[config.mk]
export PLATFORM = sky130hd
export DESIGN_NAME = sar_adc_serial
export DESIGN_NICKNAME = d
export VERILOG_FILES = /design/src/rtl/sar_seq_pkg.sv /design/src/rtl/sar_bus_events.sv /design/src/rtl/sar_phase_ctrl.sv /design/src/rtl/sar_search.sv /design/src/rtl/sar_serial_out.sv /design/src/rtl/sar_adc_serial.sv
export SDC_FILE = /design/constraint.sdc
export NUM_CORES = 1
export LEC_CHECK = 0
export BUFFER_PORTS_ARGS = -buffer_cell sky130_fd_sc_hd__buf_4
export CELL_PAD_IN_SITES_DETAIL_PLACEMENT = 1
export CELL_PAD_IN_SITES_GLOBAL_PLACEMENT = 1
export CORE_ASPECT_RATIO = 2
export CORE_UTILIZATION = 48
export DETAILED_ROUTE_END_ITERATION = 12
export HOLD_SLACK_MARGIN = 0.03
export PLACE_DENSITY = 0.87
export SLEW_MARGIN = 20
export SYNTH_ARGS = -nofsm -noshare
export SYNTH_HDL_FRONTEND = slang
export SYNTH_SLANG_ARGS = --single-unit
[constraint.sdc]
create_clock -name clk -period 8.56 [get_ports clk]
set_input_delay 1.712 -clock clk [delete_from_list [all_inputs] [get_ports clk]]
set_output_delay 1.712 -clock clk [all_outputs]
set_load 0.01 [all_outputs]
[src/rtl/sar_seq_pkg.sv]
package sar_seq_pkg;

    localparam int unsigned WORD_W_DEF      = 12;
    localparam int unsigned SAMPLE_CLKS_DEF = 2;

    typedef enum logic [2:0] {
        PH_IDLE,
        PH_SAMPLE,
        PH_NULL,
        PH_MSB,
        PH_LSB,
        PH_ZERO
    } phase_e;

    typedef struct packed {
        logic start;
        logic abort;
        logic fall;
    } bus_evt_t;

    function automatic int unsigned cnt_width(int unsigned w, int unsigned s);
        return $clog2(((w > s) ? w : s) + 1);
    endfunction

    function automatic logic phase_drives(phase_e p);
        return (p == PH_NULL) || (p == PH_MSB) || (p == PH_LSB) || (p == PH_ZERO);
    endfunction

    function automatic logic phase_core_off(phase_e p);
        return (p == PH_IDLE) || (p == PH_LSB) || (p == PH_ZERO);
    endfunction

endpackage

[src/rtl/sar_bus_events.sv]
module sar_bus_events
    import sar_seq_pkg::*;
(
    input  logic     clk,
    input  logic     rst,
    input  logic     cs_n,
    input  logic     sclk,
    output bus_evt_t evt
);

    logic cs_q;
    logic sclk_q;

    always_ff @(posedge clk) begin
        if (rst) begin
            cs_q   <= 1'b1;
            sclk_q <= 1'b0;
        end else begin
            cs_q   <= cs_n;
            sclk_q <= sclk;
        end
    end

    always_comb begin
        evt.start = cs_q & ~cs_n;
        evt.abort = cs_n;
        evt.fall  = sclk_q & ~sclk & ~cs_n;
    end

endmodule

[src/rtl/sar_phase_ctrl.sv]
module sar_phase_ctrl
    import sar_seq_pkg::*;
#(
    parameter int unsigned WORD_W      = WORD_W_DEF,
    parameter int unsigned SAMPLE_CLKS = SAMPLE_CLKS_DEF,
    localparam int unsigned CNT_W      = cnt_width(WORD_W, SAMPLE_CLKS),
    localparam int unsigned IDX_W      = $clog2(WORD_W)
) (
    input  logic             clk,
    input  logic             rst,
    input  bus_evt_t         evt,
    output phase_e           phase,
    output logic [CNT_W-1:0] cnt,
    output logic             load,
    output logic             decide,
    output logic [IDX_W-1:0] dec_idx
);

    localparam logic [CNT_W-1:0] SAMP_LAST = CNT_W'(SAMPLE_CLKS);
    localparam logic [CNT_W-1:0] TOP_BIT   = CNT_W'(WORD_W - 1);
    localparam logic [CNT_W-1:0] ONE       = CNT_W'(1);

    logic [CNT_W-1:0] cnt_dn;

    always_ff @(posedge clk) begin
        if (rst) begin
            phase <= PH_IDLE;
            cnt   <= '0;
        end else if (evt.abort) begin
            phase <= PH_IDLE;
            cnt   <= '0;
        end else if (evt.start) begin
            phase <= PH_SAMPLE;
            cnt   <= '0;
        end else if (evt.fall) begin
            case (phase)
                PH_SAMPLE: begin
                    if (cnt == SAMP_LAST) begin
                        phase <= PH_NULL;
                        cnt   <= '0;
                    end else begin
                        cnt <= cnt + ONE;
                    end
                end
                PH_NULL: begin
                    phase <= PH_MSB;
                    cnt   <= TOP_BIT;
                end
                PH_MSB: begin
                    if (cnt == '0) begin
                        phase <= PH_LSB;
                        cnt   <= ONE;
                    end else begin
                        cnt <= cnt_dn;
                    end
                end
                PH_LSB: begin
                    if (cnt == TOP_BIT) begin
                        phase <= PH_ZERO;
                    end else begin
                        cnt <= cnt + ONE;
                    end
                end
                default: begin
                    phase <= phase;
                end
            endcase
        end
    end

    always_comb begin
        cnt_dn  = cnt - ONE;
        load    = evt.fall && (phase == PH_SAMPLE) && (cnt == SAMP_LAST);
        decide  = evt.fall && ((phase == PH_NULL) || ((phase == PH_MSB) && (cnt != '0)));
        dec_idx = (phase == PH_NULL) ? IDX_W'(WORD_W - 1) : cnt_dn[IDX_W-1:0];
    end

endmodule

[src/rtl/sar_search.sv]
module sar_search
    import sar_seq_pkg::*;
#(
    parameter int unsigned WORD_W = WORD_W_DEF,
    localparam int unsigned IDX_W = $clog2(WORD_W)
) (
    input  logic              clk,
    input  logic              rst,
    input  logic              load,
    input  logic [WORD_W-1:0] ain,
    input  logic              decide,
    input  logic [IDX_W-1:0]  dec_idx,
    output logic [WORD_W-1:0] result
);

    logic [WORD_W-1:0] held;
    logic [WORD_W-1:0] trial;
    logic              keep;

    always_comb begin
        trial = result | ({{(WORD_W-1){1'b0}}, 1'b1} << dec_idx);
        keep  = (trial <= held);
    end

    always_ff @(posedge clk) begin
        if (rst) begin
            held   <= '0;
            result <= '0;
        end else if (load) begin
            held   <= ain;
            result <= '0;
        end else if (decide) begin
            result[dec_idx] <= keep;
        end
    end

endmodule

[src/rtl/sar_serial_out.sv]
module sar_serial_out
    import sar_seq_pkg::*;
#(
    parameter int unsigned WORD_W      = WORD_W_DEF,
    parameter int unsigned SAMPLE_CLKS = SAMPLE_CLKS_DEF,
    localparam int unsigned CNT_W      = cnt_width(WORD_W, SAMPLE_CLKS),
    localparam int unsigned IDX_W      = $clog2(WORD_W)
) (
    input  phase_e            phase,
    input  logic [CNT_W-1:0]  cnt,
    input  logic [WORD_W-1:0] result,
    output logic              dout,
    output logic              dout_oe,
    output logic              pwr_dn
);

    logic [IDX_W-1:0] sel;

    always_comb begin
        sel     = cnt[IDX_W-1:0];
        dout_oe = phase_drives(phase);
        pwr_dn  = phase_core_off(phase);
        if ((phase == PH_MSB) || (phase == PH_LSB)) begin
            dout = result[sel];
        end else begin
            dout = 1'b0;
        end
    end

endmodule

[src/rtl/sar_adc_serial.sv]
module sar_adc_serial
    import sar_seq_pkg::*;
#(
    parameter int unsigned WORD_W      = WORD_W_DEF,
    parameter int unsigned SAMPLE_CLKS = SAMPLE_CLKS_DEF,
    localparam int unsigned CNT_W      = cnt_width(WORD_W, SAMPLE_CLKS),
    localparam int unsigned IDX_W      = $clog2(WORD_W)
) (
    input  logic              clk,
    input  logic              rst,
    input  logic              cs_n,
    input  logic              sclk,
    input  logic [WORD_W-1:0] ain,
    output logic              dout,
    output logic              dout_oe,
    output logic              pwr_dn
);

    bus_evt_t          evt;
    phase_e            phase;
    logic [CNT_W-1:0]  cnt;
    logic              load;
    logic              decide;
    logic [IDX_W-1:0]  dec_idx;
    logic [WORD_W-1:0] result;

    sar_bus_events u_events (
        .clk  (clk),
        .rst  (rst),
        .cs_n (cs_n),
        .sclk (sclk),
        .evt  (evt)
    );

    sar_phase_ctrl #(
        .WORD_W      (WORD_W),
        .SAMPLE_CLKS (SAMPLE_CLKS)
    ) u_ctrl (
        .clk     (clk),
        .rst     (rst),
        .evt     (evt),
        .phase   (phase),
        .cnt     (cnt),
        .load    (load),
        .decide  (decide),
        .dec_idx (dec_idx)
    );

    sar_search #(
        .WORD_W (WORD_W)
    ) u_search (
        .clk     (clk),
        .rst     (rst),
        .load    (load),
        .ain     (ain),
        .decide  (decide),
        .dec_idx (dec_idx),
        .result  (result)
    );

    sar_serial_out #(
        .WORD_W      (WORD_W),
        .SAMPLE_CLKS (SAMPLE_CLKS)
    ) u_out (
        .phase   (phase),
        .cnt     (cnt),
        .result  (result),
        .dout    (dout),
        .dout_oe (dout_oe),
        .pwr_dn  (pwr_dn)
    );

endmodule

Word-level counts from Yosys, hierarchy flattened
Cells that the tools add are included.
{"block": "op_classes", "add_sub_neg": 2, "bitwise_logic": 6, "n_reduce_logical": 24, "eq_ne": 14, "n_lt_le_gt_ge": 4, "shift": 1, "n_mux": 17}
{"op": "4-bit two-way mux", "count": 4}
{"op": "4-bit case mux with 4 select lines", "count": 1}
{"op": "12-bit bitwise mux", "count": 1}
{"op": "12-bit less-or-equal comparator", "count": 1}
{"op": "12-bit bitwise OR", "count": 1}
{"op": "3-bit case mux with 4 select lines", "count": 1}
{"op": "1-bit by 4-bit << shifter with 12-bit output (first input constant)", "count": 1}
{"op": "4-bit by 5-bit less-than comparator with 1-bit output (second input constant)", "count": 2}
{"op": "5-bit AND reduction", "count": 2}
{"op": "3-bit two-way mux", "count": 3}
{"op": "3-bit by 2-bit inequality test with 1-bit output (second input constant)", "count": 3}
{"op": "4-bit nonzero test", "count": 2}
{"op": "1-bit logical OR", "count": 7}
{"op": "3-bit by 2-bit equality test with 1-bit output (second input constant)", "count": 2}
{"op": "3-bit equality test (second input constant)", "count": 2}
{"op": "2-bit by 1-bit inequality test with 1-bit output (second input constant)", "count": 3}
{"op": "1-bit logical AND", "count": 5}
{"op": "1-bit two-way mux", "count": 5}
{"op": "5-bit nonzero test", "count": 1}
{"op": "4-bit by 1-bit adder with 4-bit output (second input constant)", "count": 1}
{"op": "1-bit binary-select mux with 4-bit select", "count": 1}
{"op": "1-bit demux with 4-bit select", "count": 1}
{"op": "4-bit by 2-bit equality test with 1-bit output (second input constant)", "count": 1}
{"op": "4-bit equality test (second input constant)", "count": 1}
{"op": "other kinds (12)", "count": 16}
{"block": "word_totals", "reg_bits": 33, "inputBits": 16, "out_inout_bits": 3, "word_cells": 75}

Depth between registers and ports, before layout
{"block": "logic_depth", "ltp_word": 7, "mapped_depth": 16, "depth_no_buf": 13}

Cells and area by module
From an unflattened synthesis, not the netlist that was laid out.
{"block": "unflattened", "cells_unflattened": 263, "hier_area_um2": 2383.5}
{"mod": "sar_search", "n_inst": 1, "seq_area_each_um2": 480.5, "cells_per_inst": 155, "area_each_um2": 1497.7}
{"mod": "sar_phase_ctrl", "n_inst": 1, "seq_area_each_um2": 140.1, "cells_per_inst": 85, "area_each_um2": 659.4}
{"mod": "sar_serial_out", "n_inst": 1, "seq_area_each_um2": 0.0, "cells_per_inst": 16, "area_each_um2": 152.6}
{"mod": "sar_bus_events", "n_inst": 1, "seq_area_each_um2": 40.0, "cells_per_inst": 7, "area_each_um2": 73.8}

Least setup slack after synthesis
No wires, ideal clock.
{"block": "synth_path", "path_kind": "reg2out", "startpoint": "register u_ctrl.cnt[0]", "endpoint": "output port dout", "t_required_ns": 6.848, "arrival_ns": 1.537, "slack_ns": 5.311, "n_path_buf": 2, "path_stages_with_launch": 6, "cell_sequence": "dfxtp_1 -> buf_2 -> buf_1 -> mux4_2 -> a31oi_1 -> nor2_1"}
{"block": "synth_between", "elab_chain_len": 3}
{"item": "start, declared", "line": "sar_phase_ctrl.sv:13", "source": "output logic [CNT_W-1:0] cnt,"}
{"item": "start signal, assigned", "line": "sar_phase_ctrl.sv:42", "source": "cnt <= cnt + ONE;"}
{"item": "start signal, assigned", "line": "sar_phase_ctrl.sv:54", "source": "cnt <= cnt_dn;"}
{"item": "start signal, assigned", "line": "sar_phase_ctrl.sv:61", "source": "cnt <= cnt + ONE;"}
{"item": "1-bit binary-select mux with 4-bit select", "line": "sar_serial_out.sv:24", "source": "dout = result[sel];"}
{"item": "1-bit two-way mux (implied by the code)", "line": "sar_serial_out.sv:24"}
{"item": "1-bit two-way mux", "line": "sar_serial_out.sv:23", "source": "if ((phase == PH_MSB) || (phase == PH_LSB)) begin"}
{"item": "end, declared", "line": "sar_adc_serial.sv:14", "source": "output logic dout,"}
Every way passes these cells. The select of a mux whose other input is x is not followed.

Final worst setup path
Ends and elaborated chain as after synthesis.

==> results.txt <==
The die is 51.1 µm wide. Register bit count reported by yosys: 33. Gate count after technology mapping: 293.

The biggest area consumer among synthesized cells was dfxtp_1. The most used flip-flop cell after synthesis is dfxtp_1. The share of layout cells above drive strength 1 is 0.153, and the sum of negative setup slack is 0 ns. The run gives 0 as the number of antenna cells inserted. The tools report the filler cell count as 592. Capturing instance or port of the critical path: dout. In this run the standard cell core region covers 4600 µm².

The share of the clock period used by the worst path after layout works out to 0.452. Routed length per instance: 18.5 µm. Counting every net in the synthesized netlist gives 324. The final standard cell area without fillers was 2510 µm²; the share of synthesized area occupied by flip-flops and latches was 0.285. The destination of the worst register-to-register timing path is u_search.result[2]. The Yosys step of the flow raised 0 warnings. The clock sink count is 33.

The critical path goes through mux4_2 -> nand2_1 -> a21oi_1 -> a31oi_1 -> nor2_1 -> buf_4. Setup clock skew after layout: 0.00995 ns. The first global-routing pass estimated 10,800 µm of wire. TritonCTS built the clock tree.

In the final layout, the multi-input gates occupy 1490 µm². After the first detailed-routing iteration, the DRC count stood at 41. The fraction of registers with async set or reset after synthesis was 0; the mapped cell area was 2310 µm².

For the worst setup path, the data arrival time is 2.16 ns. The initial antenna violation count was 0. The number of failing setup endpoints in the final timing report was 0; the height of the die was 100 µm. Yosys mapped the design onto 56 distinct sky130hd cell types. Static leakage power: 0.923 nW. The run finished with clean final reports. The die covers 5120 µm². The number of cells on the worst reg-to-reg path is 11. Routed via count: 2,224. For the worst setup path, the data required time is 6.85 ns.

The logs give 0.536 for the worst slew margin relative to its limit and 0 for the max-slew violation count. By startpoint and endpoint, the worst setup path is classified as reg2out. The clock slew seen by the registers of the worst setup and hold paths was 0.07 ns. The effective utilization at floorplan is 0.503. Once detail routing completed, the nets flagged for antenna violations numbered 0.

Across the whole layout, storage elements account for 661 µm². STA classifies the critical path startpoint as a register. The net count of the finished layout is 332. The total overflow left after global routing is 0. For the number of hold violations in the final report, the log shows 0.

Buffers inserted to repair hold after CTS numbered 0. Summing all placed instances gives a cell area of 2420 µm². The cell sitting at the root of the clock tree is a clkbuf_8. The final routed DRC violation total was 0; the number of resized instances in the post-cts repair step was 0. The post-synthesis area per instance came out at 7.90 µm². In the post-synthesis netlist, the biggest area contributors are dfxtp_1 29%, ha_1 8.1%, a21oi_1 6.7%. On the worst path, the slowest cell contributes a delay of 0.72 ns. The tools report the wire length reported by the detailed router as 6590 µm. Buffers inserted during clock tree synthesis total 5. In this run the tool buffered the top-level ports with 18 buffer cells. Setup repair after global routing left no endpoint under its margin. The floorplan has 35 rows. The power per cell area came out at 118 nW/µm². The critical-path cell with the highest stage delay was dfxtp_1. Max-cap violations in this run came to 0.

In this run the worst path has a maximum fanout of 16. At the later pin of the worst-skew pair, clock insertion delay measures 0.30 ns. The measured slew at the worst slew-check pin is 0.696 ns. The logs give 0.288 for the overall routing resource usage and 5160 µm for the HPWL reported at the end of detailed placement. For the number of top-level design ports, the log shows 19.

The run gives 258 MHz as the achievable clock frequency. The H-tree generated during clock tree synthesis spans 2 levels. The worst register-to-register path begins at u_ctrl.cnt[0]. The maximum clock path buffer count was 2; the area share of the largest cell type after synthesis was 0.285. IR analysis of the VDD net gives a maximum drop of 0.122 mV.

For the number of iterations in the first detailed-routing pass, the log shows 4. Entering global routing, the biggest net connects 19 pins. The shortest clock period the worst path allows after layout is 3.87 ns, and the reg-to-reg setup timing slack is 4.83 ns. Relative to the synthesized area, the layout overhead comes to 8.65%. The library cell used most frequently in the layout, excluding fill and tap cells, is nand2_1.

Along the worst hold path, the cell count comes to 2. In the layout the commonest cells are 37 x nand2_1, 33 x dfxtp_1, 31 x a21oi_1, 21 x nor2_1, 19 x buf_4. The number of enable flip-flop cells after synthesis was 0.

STA classifies the critical path endpoint as an output pin. The tools report the start point of the critical path as u_ctrl.cnt[0]. After detailed routing, the number of vias per cell comes to 6.25.

Class of the tightest hold or removal check: reg2reg. Once the clock tree was built, the setup fixing pass inserted 0 buffers. The number of global-route vias before repair is 2,319, and the final weighted congestion of routability-driven global placement is 0.910.
[critical path, delay by kind of cell, from the launching register on]
kind,cells,cell delay [ns]
flip-flops,1,0.72
AO/OA/AOI/OAI,2,0.29
AND/OR/NAND/NOR,2,0.14
buffers and inverters,1,0.14
multiplexers,1,0.58
[layout make-up]
class	instances	share of cell area
multi-input combinational	226	0.594
tap	55	0.0274
sequential	33	0.263
clock inverter	1	0.00299
inverter	16	0.0239
clock buffer	6	0.0328
timing repair buffer	19	0.0567
[how the worst min path moves through the flow]
stage                                start               end  slack, ns
after detailed placement  u_search.held[8]  u_search.held[8]       0.44
after global placement    u_search.held[8]  u_search.held[8]       0.44
after floorplan           u_search.held[1]  u_search.held[1]       0.43
after global routing      u_search.held[8]  u_search.held[8]       0.47
final                     u_search.held[8]  u_search.held[8]       0.45
after CTS                 u_search.held[8]  u_search.held[8]       0.45
[synth_stat cells (2+ instances only)]
master and instances:
nor2_1 21, nor3_1 12, o21a_1 2, nor3b_2 2, a311oi_1 3, a31oi_1 11
o21ai_0 18, clkbuf_1 6, dfxtp_1 33, buf_1 2, mux4_2 3, nor2b_1 2
or2_1 4, nand3b_1 3, ha_1 15, nand3_1 4, a211oi_1 8, or3_1 2
nor2_2 2, o211ai_1 3, or3b_4 2, nand4_1 3, inv_1 16, o31a_1 2
buf_2 6, nand2b_1 4, a21o_1 7, nand2_1 37, buf_6 3, a21oi_1 31
[layer usage]
layer | vias to the layer above | track usage | routed length [µm]
met5 | - | 0 | 0
met4 | 0 | 0.261 | 607
met3 | 41 | 0.0409 | 164
met2 | 60 | 0.548 | 3700
met1 | 1054 | 0.236 | 2120
li1 | 1069 | - | -
[kinds of logic after synthesis]
logic type / after synthesis / share of synthesized area
xor+xnor: 2 / 0.00757
simple gates: 108 / 0.249
flops: 33 / 0.285
mux: 4 / 0.0335
buf+inv: 34 / 0.0697
fa+ha+maj: 15 / 0.0811
compound gates: 97 / 0.274
[flip-flops by register name, summed over array words and instances, names as in the netlist]
name	flops
u_ctrl.phase	3
u_search.held	12
u_events.sclk_q	1
u_events.cs_q	1
u_search.result	12
u_ctrl.cnt	4
[per-stage QoR]
stage | utilization | hold WS, ns | power (mW) | instances | setup slack (ns)
final | 0.547 | 0.450 | 0.296 | 356 | 4.69
after global routing | 0.547 | 0.468 | 0.300 | 356 | 4.53
after CTS | 0.547 | 0.454 | 0.295 | 356 | 4.67
after detailed placement | 0.527 | 0.443 | 0.173 | 349 | 4.97
after global placement | 0.527 | 0.439 | 0.173 | 349 | 5.04
after floorplan | - | 0.426 | 0.165 | 293 | 5.31
[power breakdown]
part | internal [mW] | leakage [nW] | switching [mW]
registers | 0.154 | 0.266 | 0.00160
clock network | 0.0637 | 0.0433 | 0.0627
logic | 0.00707 | 0.613 | 0.00655
total | 0.225 | 0.923 | 0.0709
Note: power is estimated with default switching activity, not from simulation.
